File: src/rtl/plb_pkg.sv
package plb_pkg;
  typedef enum logic [1:0] {
    ST_IDLE   = 2'd0,
    ST_ARMED  = 2'd1,
    ST_STROBE = 2'd2,
    ST_GAP    = 2'd3
  } plbState_t;

  typedef struct packed {
    logic clearAll;
    logic latchAddr;
    logic takePage;
    logic commitWord;
    logic flagMismatch;
  } plbStrobe_t;
endpackage

File: src/rtl/plb_ctrl.sv
module plb_ctrl
  import plb_pkg::*;
#(
  parameter int TIMEOUT_CYC = 100
) (
  input  logic       clk,
  input  logic       rstN,
  input  logic       armIn,
  input  logic       wrStartIn,
  input  logic       wrEndIn,
  input  logic       pageMatchIn,
  output plbStrobe_t strobeOut,
  output logic       loadOpenOut,
  output logic       doneOut
);
  localparam int CNT_W = $clog2(TIMEOUT_CYC + 1);
  localparam logic [CNT_W-1:0] CNT_LAST = CNT_W'(TIMEOUT_CYC - 1);

  plbState_t stateQ, stateD;
  logic havePageQ;
  logic acceptQ;
  logic [CNT_W-1:0] cntQ;
  logic doneD;
  logic endSeen;

  always_comb begin
    stateD    = stateQ;
    strobeOut = '0;
    doneD     = 1'b0;
    endSeen   = 1'b0;
    unique case (stateQ)
      ST_IDLE: begin
        if (armIn) begin
          strobeOut.clearAll = 1'b1;
          stateD = ST_ARMED;
        end
      end
      ST_ARMED, ST_GAP: begin
        if (wrStartIn) begin
          strobeOut.latchAddr = 1'b1;
          if (!havePageQ) strobeOut.takePage = 1'b1;
          else if (!pageMatchIn) strobeOut.flagMismatch = 1'b1;
          stateD = ST_STROBE;
        end else if (stateQ == ST_GAP && cntQ == CNT_LAST) begin
          doneD  = 1'b1;
          stateD = ST_IDLE;
        end
      end
      ST_STROBE: begin
        if (wrEndIn) begin
          endSeen = 1'b1;
          if (acceptQ) strobeOut.commitWord = 1'b1;
          stateD = ST_GAP;
        end
      end
      default: stateD = ST_IDLE;
    endcase
  end

  always_ff @(posedge clk) begin
    if (!rstN) begin
      stateQ    <= ST_IDLE;
      havePageQ <= 1'b0;
      acceptQ   <= 1'b0;
      cntQ      <= '0;
      doneOut   <= 1'b0;
    end else begin
      stateQ  <= stateD;
      doneOut <= doneD;
      if (strobeOut.clearAll) havePageQ <= 1'b0;
      else if (strobeOut.takePage) havePageQ <= 1'b1;
      if (strobeOut.latchAddr) acceptQ <= !havePageQ || pageMatchIn;
      if (endSeen) cntQ <= '0;
      else if (stateQ == ST_GAP && cntQ != CNT_LAST) cntQ <= cntQ + 1'b1;
    end
  end

  assign loadOpenOut = (stateQ != ST_IDLE);

  // the gap counter never runs past the timeout limit
  p_timer_bound_r9: assert property (@(posedge clk) disable iff (!rstN)
    cntQ <= CNT_LAST);

  // no close-out while waiting for the first write
  p_no_early_done_r10: assert property (@(posedge clk) disable iff (!rstN)
    (stateQ == ST_ARMED) |=> !doneOut);
endmodule

File: src/rtl/plb_data.sv
module plb_data
  import plb_pkg::*;
#(
  parameter int DATA_W = 16,
  parameter int ADDR_W = 20,
  parameter int OFS_W  = 6
) (
  input  logic                    clk,
  input  logic                    rstN,
  input  plbStrobe_t              strobeIn,
  input  logic [ADDR_W-1:0]       addrIn,
  input  logic [DATA_W-1:0]       dataIn,
  input  logic [OFS_W-1:0]        rdOffsetIn,
  output logic                    pageMatchOut,
  output logic [ADDR_W-OFS_W-1:0] pageOut,
  output logic [(1<<OFS_W)-1:0]   maskOut,
  output logic                    mismatchOut,
  output logic [DATA_W-1:0]       rdDataOut
);
  localparam int WORDS  = 1 << OFS_W;
  localparam int PAGE_W = ADDR_W - OFS_W;

  logic [OFS_W-1:0]  ofsQ;
  logic [PAGE_W-1:0] pageQ;
  logic [WORDS-1:0]  maskQ;
  logic              mismatchQ;
  logic [DATA_W-1:0] memQ [WORDS];

  assign pageMatchOut = (addrIn[ADDR_W-1:OFS_W] == pageQ);

  always_ff @(posedge clk) begin
    if (!rstN) begin
      ofsQ      <= '0;
      pageQ     <= '0;
      maskQ     <= '0;
      mismatchQ <= 1'b0;
    end else begin
      if (strobeIn.latchAddr) ofsQ <= addrIn[OFS_W-1:0];
      if (strobeIn.takePage) pageQ <= addrIn[ADDR_W-1:OFS_W];
      if (strobeIn.clearAll) begin
        maskQ     <= '0;
        mismatchQ <= 1'b0;
      end else begin
        if (strobeIn.commitWord) maskQ[ofsQ] <= 1'b1;
        if (strobeIn.flagMismatch) mismatchQ <= 1'b1;
      end
    end
  end

  for (genvar w = 0; w < WORDS; w++) begin : gWord
    always_ff @(posedge clk) begin
      if (strobeIn.commitWord && ofsQ == OFS_W'(w)) memQ[w] <= dataIn;
    end
  end

  assign rdDataOut   = maskQ[rdOffsetIn] ? memQ[rdOffsetIn] : {DATA_W{1'b1}};
  assign pageOut     = pageQ;
  assign maskOut     = maskQ;
  assign mismatchOut = mismatchQ;

  // the page address is fixed once taken, until the next clear
  p_page_hold_r8: assert property (@(posedge clk) disable iff (!rstN)
    !strobeIn.takePage |=> $stable(pageQ));

  // at most one new mask bit per cycle
  p_one_word_r5: assert property (@(posedge clk) disable iff (!rstN)
    !strobeIn.clearAll |=> $countones(maskQ ^ $past(maskQ)) <= 1);
endmodule

File: src/rtl/page_load_buffer.sv
module page_load_buffer
  import plb_pkg::*;
#(
  parameter int DATA_W      = 16,
  parameter int ADDR_W      = 20,
  parameter int OFS_W       = 6,
  parameter int TIMEOUT_CYC = 100
) (
  input  logic                    clk,
  input  logic                    rstN,
  input  logic                    armIn,
  input  logic                    wrStartIn,
  input  logic                    wrEndIn,
  input  logic [ADDR_W-1:0]       addrIn,
  input  logic [DATA_W-1:0]       dataIn,
  input  logic [OFS_W-1:0]        rdOffsetIn,
  output logic                    loadOpenOut,
  output logic                    doneOut,
  output logic [ADDR_W-OFS_W-1:0] pageOut,
  output logic [(1<<OFS_W)-1:0]   maskOut,
  output logic                    mismatchOut,
  output logic [DATA_W-1:0]       rdDataOut
);
  plbStrobe_t strobe;
  logic pageMatch;

  plb_ctrl #(.TIMEOUT_CYC(TIMEOUT_CYC)) uCtrl (
    .clk(clk), .rstN(rstN), .armIn(armIn), .wrStartIn(wrStartIn),
    .wrEndIn(wrEndIn), .pageMatchIn(pageMatch), .strobeOut(strobe),
    .loadOpenOut(loadOpenOut), .doneOut(doneOut)
  );

  plb_data #(.DATA_W(DATA_W), .ADDR_W(ADDR_W), .OFS_W(OFS_W)) uData (
    .clk(clk), .rstN(rstN), .strobeIn(strobe), .addrIn(addrIn),
    .dataIn(dataIn), .rdOffsetIn(rdOffsetIn), .pageMatchOut(pageMatch),
    .pageOut(pageOut), .maskOut(maskOut), .mismatchOut(mismatchOut),
    .rdDataOut(rdDataOut)
  );

  // close-out is a single-cycle pulse
  p_done_pulse_r9: assert property (@(posedge clk) disable iff (!rstN)
    doneOut |=> !doneOut);

  // the window is closed when the pulse is seen
  p_done_closes_r9: assert property (@(posedge clk) disable iff (!rstN)
    doneOut |-> !loadOpenOut);

  // nothing is loaded while the window is closed
  p_closed_mask_r11: assert property (@(posedge clk) disable iff (!rstN)
    (!loadOpenOut && !armIn) |=> $stable(maskOut));

  // the mismatch flag is sticky until the next arm
  p_mismatch_sticky_r8: assert property (@(posedge clk) disable iff (!rstN)
    (mismatchOut && !armIn) |=> mismatchOut);
endmodule

File: config.mk
export PLATFORM = sky130hd
export DESIGN_NAME = page_load_buffer
export DESIGN_NICKNAME = d
export VERILOG_FILES = /design/src/rtl/plb_pkg.sv /design/src/rtl/plb_ctrl.sv /design/src/rtl/plb_data.sv /design/src/rtl/page_load_buffer.sv
export SDC_FILE = /design/constraint.sdc
export NUM_CORES = 1
export LEC_CHECK = 0
export BUFFER_PORTS_ARGS = -buffer_cell sky130_fd_sc_hd__buf_2
export CORE_ASPECT_RATIO = 0.7
export CORE_UTILIZATION = 45
export DETAILED_ROUTE_END_ITERATION = 10
export PLACE_DENSITY = 0.71
export SYNTH_ARGS = -nofsm -noshare
export SYNTH_HDL_FRONTEND = slang
export SYNTH_SLANG_ARGS = --single-unit
File: constraint.sdc
create_clock -name clk -period 5.8 [get_ports clk]
set_clock_uncertainty 0.15 [all_clocks]
set_input_delay 1.16 -clock clk [delete_from_list [all_inputs] [get_ports clk]]
set_output_delay 1.16 -clock clk [all_outputs]
set_load 0.02 [all_outputs]
==> reports/qor.txt <==
status - finished, final reports clean
die height - 259.7 µm
GP Congestion - 0.8736
vias after detailed routing - 22.11k
clock slew at reported path FFs - 0.07 ns
htree depth - 3
final hold slack - 0.3319 ns
final hold vios - 0
CTS root buffer - clkbuf_16
wire per inst - 29.54 µm
Worst setup SP type - input port
Yosys warning count - 0
drt first-iter violations - 2630
vias per cell - 6.100
Yosys reg bits - 1121
share of cells above drive strength 1 - 29.94%
Total Die Area - 96130 µm²
pwr dens - 332.9 nW/µm²
PortBufs - 143
ys async rst share - 0%
Slew @ Worst Pin - 1.413 ns
first-pass GRT wire length - 154.1 mm
Switching Power - 3418 µW
Mapped Avg Cell Area - 20.88 µm²
Core Rows - 94
CP cell instances - buf_8 > buf_12 > mux4_2 > a22oi_1 > a21oi_1 > nor4_1 > buf_4 > o21ai_1 > buf_2
Rel. slew slack - 5.685%
Initial Util - 45.43%
postcts setup bufs - 0
initial antenna violation count - 9
cts hold-fix bufs - 0
total power draw - 16250 µW
Data arrival, critical path - 4.31 ns
Gate Count Post-Synth - 2045
top_reg_cell synth - edfxtp_1
CP max stage cell - a22oi_1
setup ws final - 0.1775 ns
CTS tree - built
dpl ws - 0.1978 ns
Core Region - 93970 µm²
combinational share of power - 5.0%
RSZ-0062 raised after global routing - no
Post-Place Cell Area - 45540 µm²
clk sinks - 1121
GRT Total Usage - 22.42%
Synth Net Count - 2093
Clock Latency Late Sink - 0.68 ns
Net Sw Frac - 21.04%
sequential area share after synthesis - 76.57%
Max-Cap Viols - 0
TritonRoute pass-1 iters - 5
Worst VDD drop - 236.9 µV
pin count of the biggest net entering global routing - 67
Worst Path Max Fanout - 39
synth unique cells - 42
clock network fraction of total power - 40.7%
CP endpoint kind - output port
period utilization - 96.94%
Hold Crit Class - reg -> reg
Reg2Reg Setup Slack - 2.64 ns
Total Nets Final - 2340
Peak Freq - 177.9 MHz
fin crit period - 5.622 ns
Post-synth EDFFs - 1024
grt total ovfl - 0
Internal - 12830 µW
post-route cell area - 48810 µm²
CP Class - in -> out
Leak - 0.01559 µW
Pins Over Slew Limit - 0
Max Root-Sink Buffers - 3
vias in the first global route - 21.97k
Detail Route Antenna Nets - 0
DRC errors left - 0
fill count - 7211
CP required - 4.49 ns
Reg power frac - 54.3%
CTS buffer count - 99
chip width - 370.1 µm
Layout area overhead - 14.32%
DPL Wire Length - 64.73 mm
IO Count - 144
CP max stage delay - 0.73 ns
Final setup viols - 0
Setup TNS - 0 ns
mapped cell area - 42690 µm²
total routed wirelength - 107.0 mm
[Yosys cell counts, types with 5 or more instances]
master | number | area, µm²
buf_1 | 7 | 26.28
buf_2 | 38 | 190.2
xnor2_1 | 5 | 43.79
edfxtp_1 | 1024 | 30750
nand3_1 | 7 | 35.03
nor2b_1 | 6 | 37.54
mux2_2 | 6 | 67.56
a22oi_1 | 128 | 960.9
nand2b_1 | 5 | 31.28
clkbuf_1 | 48 | 180.2
o21a_1 | 66 | 495.5
o21ai_1 | 17 | 85.08
nor2_1 | 81 | 304.0
dfxtp_1 | 97 | 1942
mux4_2 | 269 | 6058
nand2_1 | 57 | 214.0
nor4_1 | 18 | 112.6
buf_6 | 15 | 168.9
mux2i_1 | 7 | 70.07
buf_4 | 9 | 67.56
a21oi_1 | 65 | 325.3
a21boi_0 | 21 | 157.7
xor2_1 | 15 | 131.4
[power groups by stage]
stage                     Combinational (µW)  Sequential (µW)  Clock [µW]
after floorplan                          423             9000           0
after global placement                   776             9000           0
after detailed placement                 798             9000           0
after CTS                                801             8830        6690
after global routing                     851             8820        7000
final                                    809             8830        6610
[cell type report]
type / count / area, µm² / area share (%)
multi-input combinational: 806 / 9467 / 19.40
tap: 1248 / 1562 / 3.199
clock inverter: 57 / 600.6 / 1.231
antenna: 1 / 2.502 / 0.005127
clock buffer: 127 / 2644 / 5.417
inverter: 1 / 3.754 / 0.007691
timing repair buffer: 263 / 1837 / 3.763
sequential: 1121 / 32690 / 66.98
[worst max-delay path, delay by kind of cell]
kind | cells | cell delay (ns)
buffers and inverters | 4 | 0.94
muxes | 1 | 0.58
and+or+nand+nor | 1 | 0.57
AOI/OAI and AO/OA | 3 | 0.99
[sequential cells by signal (all words and copies together), names as in the netlist, named ones only]
| name | flops |
|---|---|
| uData.memQ | 1024 |
| uData.maskOut | 64 |
| uData.pageOut | 14 |
| uCtrl.cntQ | 7 |
| uData.ofsQ | 6 |
| uCtrl.acceptQ | 1 |
| uCtrl.doneOut | 1 |
| uCtrl.havePageQ | 1 |
| uCtrl.stateQ | 1 |
| uData.mismatchOut | 1 |
[metrics by stage]
stage                     utilization (%)  std cells
after global placement              48.46       3439
final                               51.94       3624
after global routing                51.93       3623
after detailed placement            48.46       3439
after floorplan                         -       2045
after CTS                           51.92       3623
[worst paths after layout]
check	startpoint	end	cells after the start
setup / recovery	rdOffsetIn[0]	rdDataOut[4]	9
hold / removal	uData.ofsQ[3]$_SDFFE_PN0P_	uData.ofsQ[3]$_SDFFE_PN0P_	2
setup reg to reg	register	uData.memQ[56][3]$_DFFE_PP_	4
hold reg to reg	uData.ofsQ[3]$_SDFFE_PN0P_	uData.ofsQ[3]$_SDFFE_PN0P_	2
[layout by cell type, fill, tap and decap left out, types with 3 or more instances in the layout]
master	n
bufinv_16	11
dfxtp_1	97
clkbuf_16	100
clkbuf_1	23
clkinv_8	3
buf_12	16
mux2i_1	7
o21a_1	66
clkinv_1	19
mux2_2	6
nor2_2	20
a21oi_1	65
clkbuf_8	4
a21boi_0	20
nor2b_1	4
buf_2	141
edfxtp_1	1024
and3_1	3
clkinv_2	15
nand2_1	57
xor2_1	15
nand3_1	7
a22oi_1	127
nand2b_1	5
o21ai_0	4
xnor2_1	5
buf_4	104
clkinvlp_4	3
o21ai_1	17
inv_6	5
a31oi_1	3
mux4_2	269
nor2_1	60
nor4_1	16
o22ai_1	3
nand3b_1	3
[metal layers]
metal	global-route usage, %	vias to the layer above	part of all wire (%)
met5	0	-	0.11
met4	5.464	16	1.8
met3	9.305	164	14
met2	32.52	1201	45
met1	31.44	11700	40
li1	-	9026	-
[logic make-up after synthesis]
kind of cell	count (synthesis)	share of synthesized area, %
flops	1121	76.57
xor+xnor	20	0.4103
simple gates	192	2.011
compound gates	311	4.971
buf+inv	118	1.492
fa+ha+maj	1	0.02930
mux	282	14.51
[repair_timing]
action,CTS,global route
endpoints found under the hold margin,0,0
gates resized for setup,0,3
setup endpoints to repair,0,3
No activity file was read; power rests on OpenSTA's default activity.
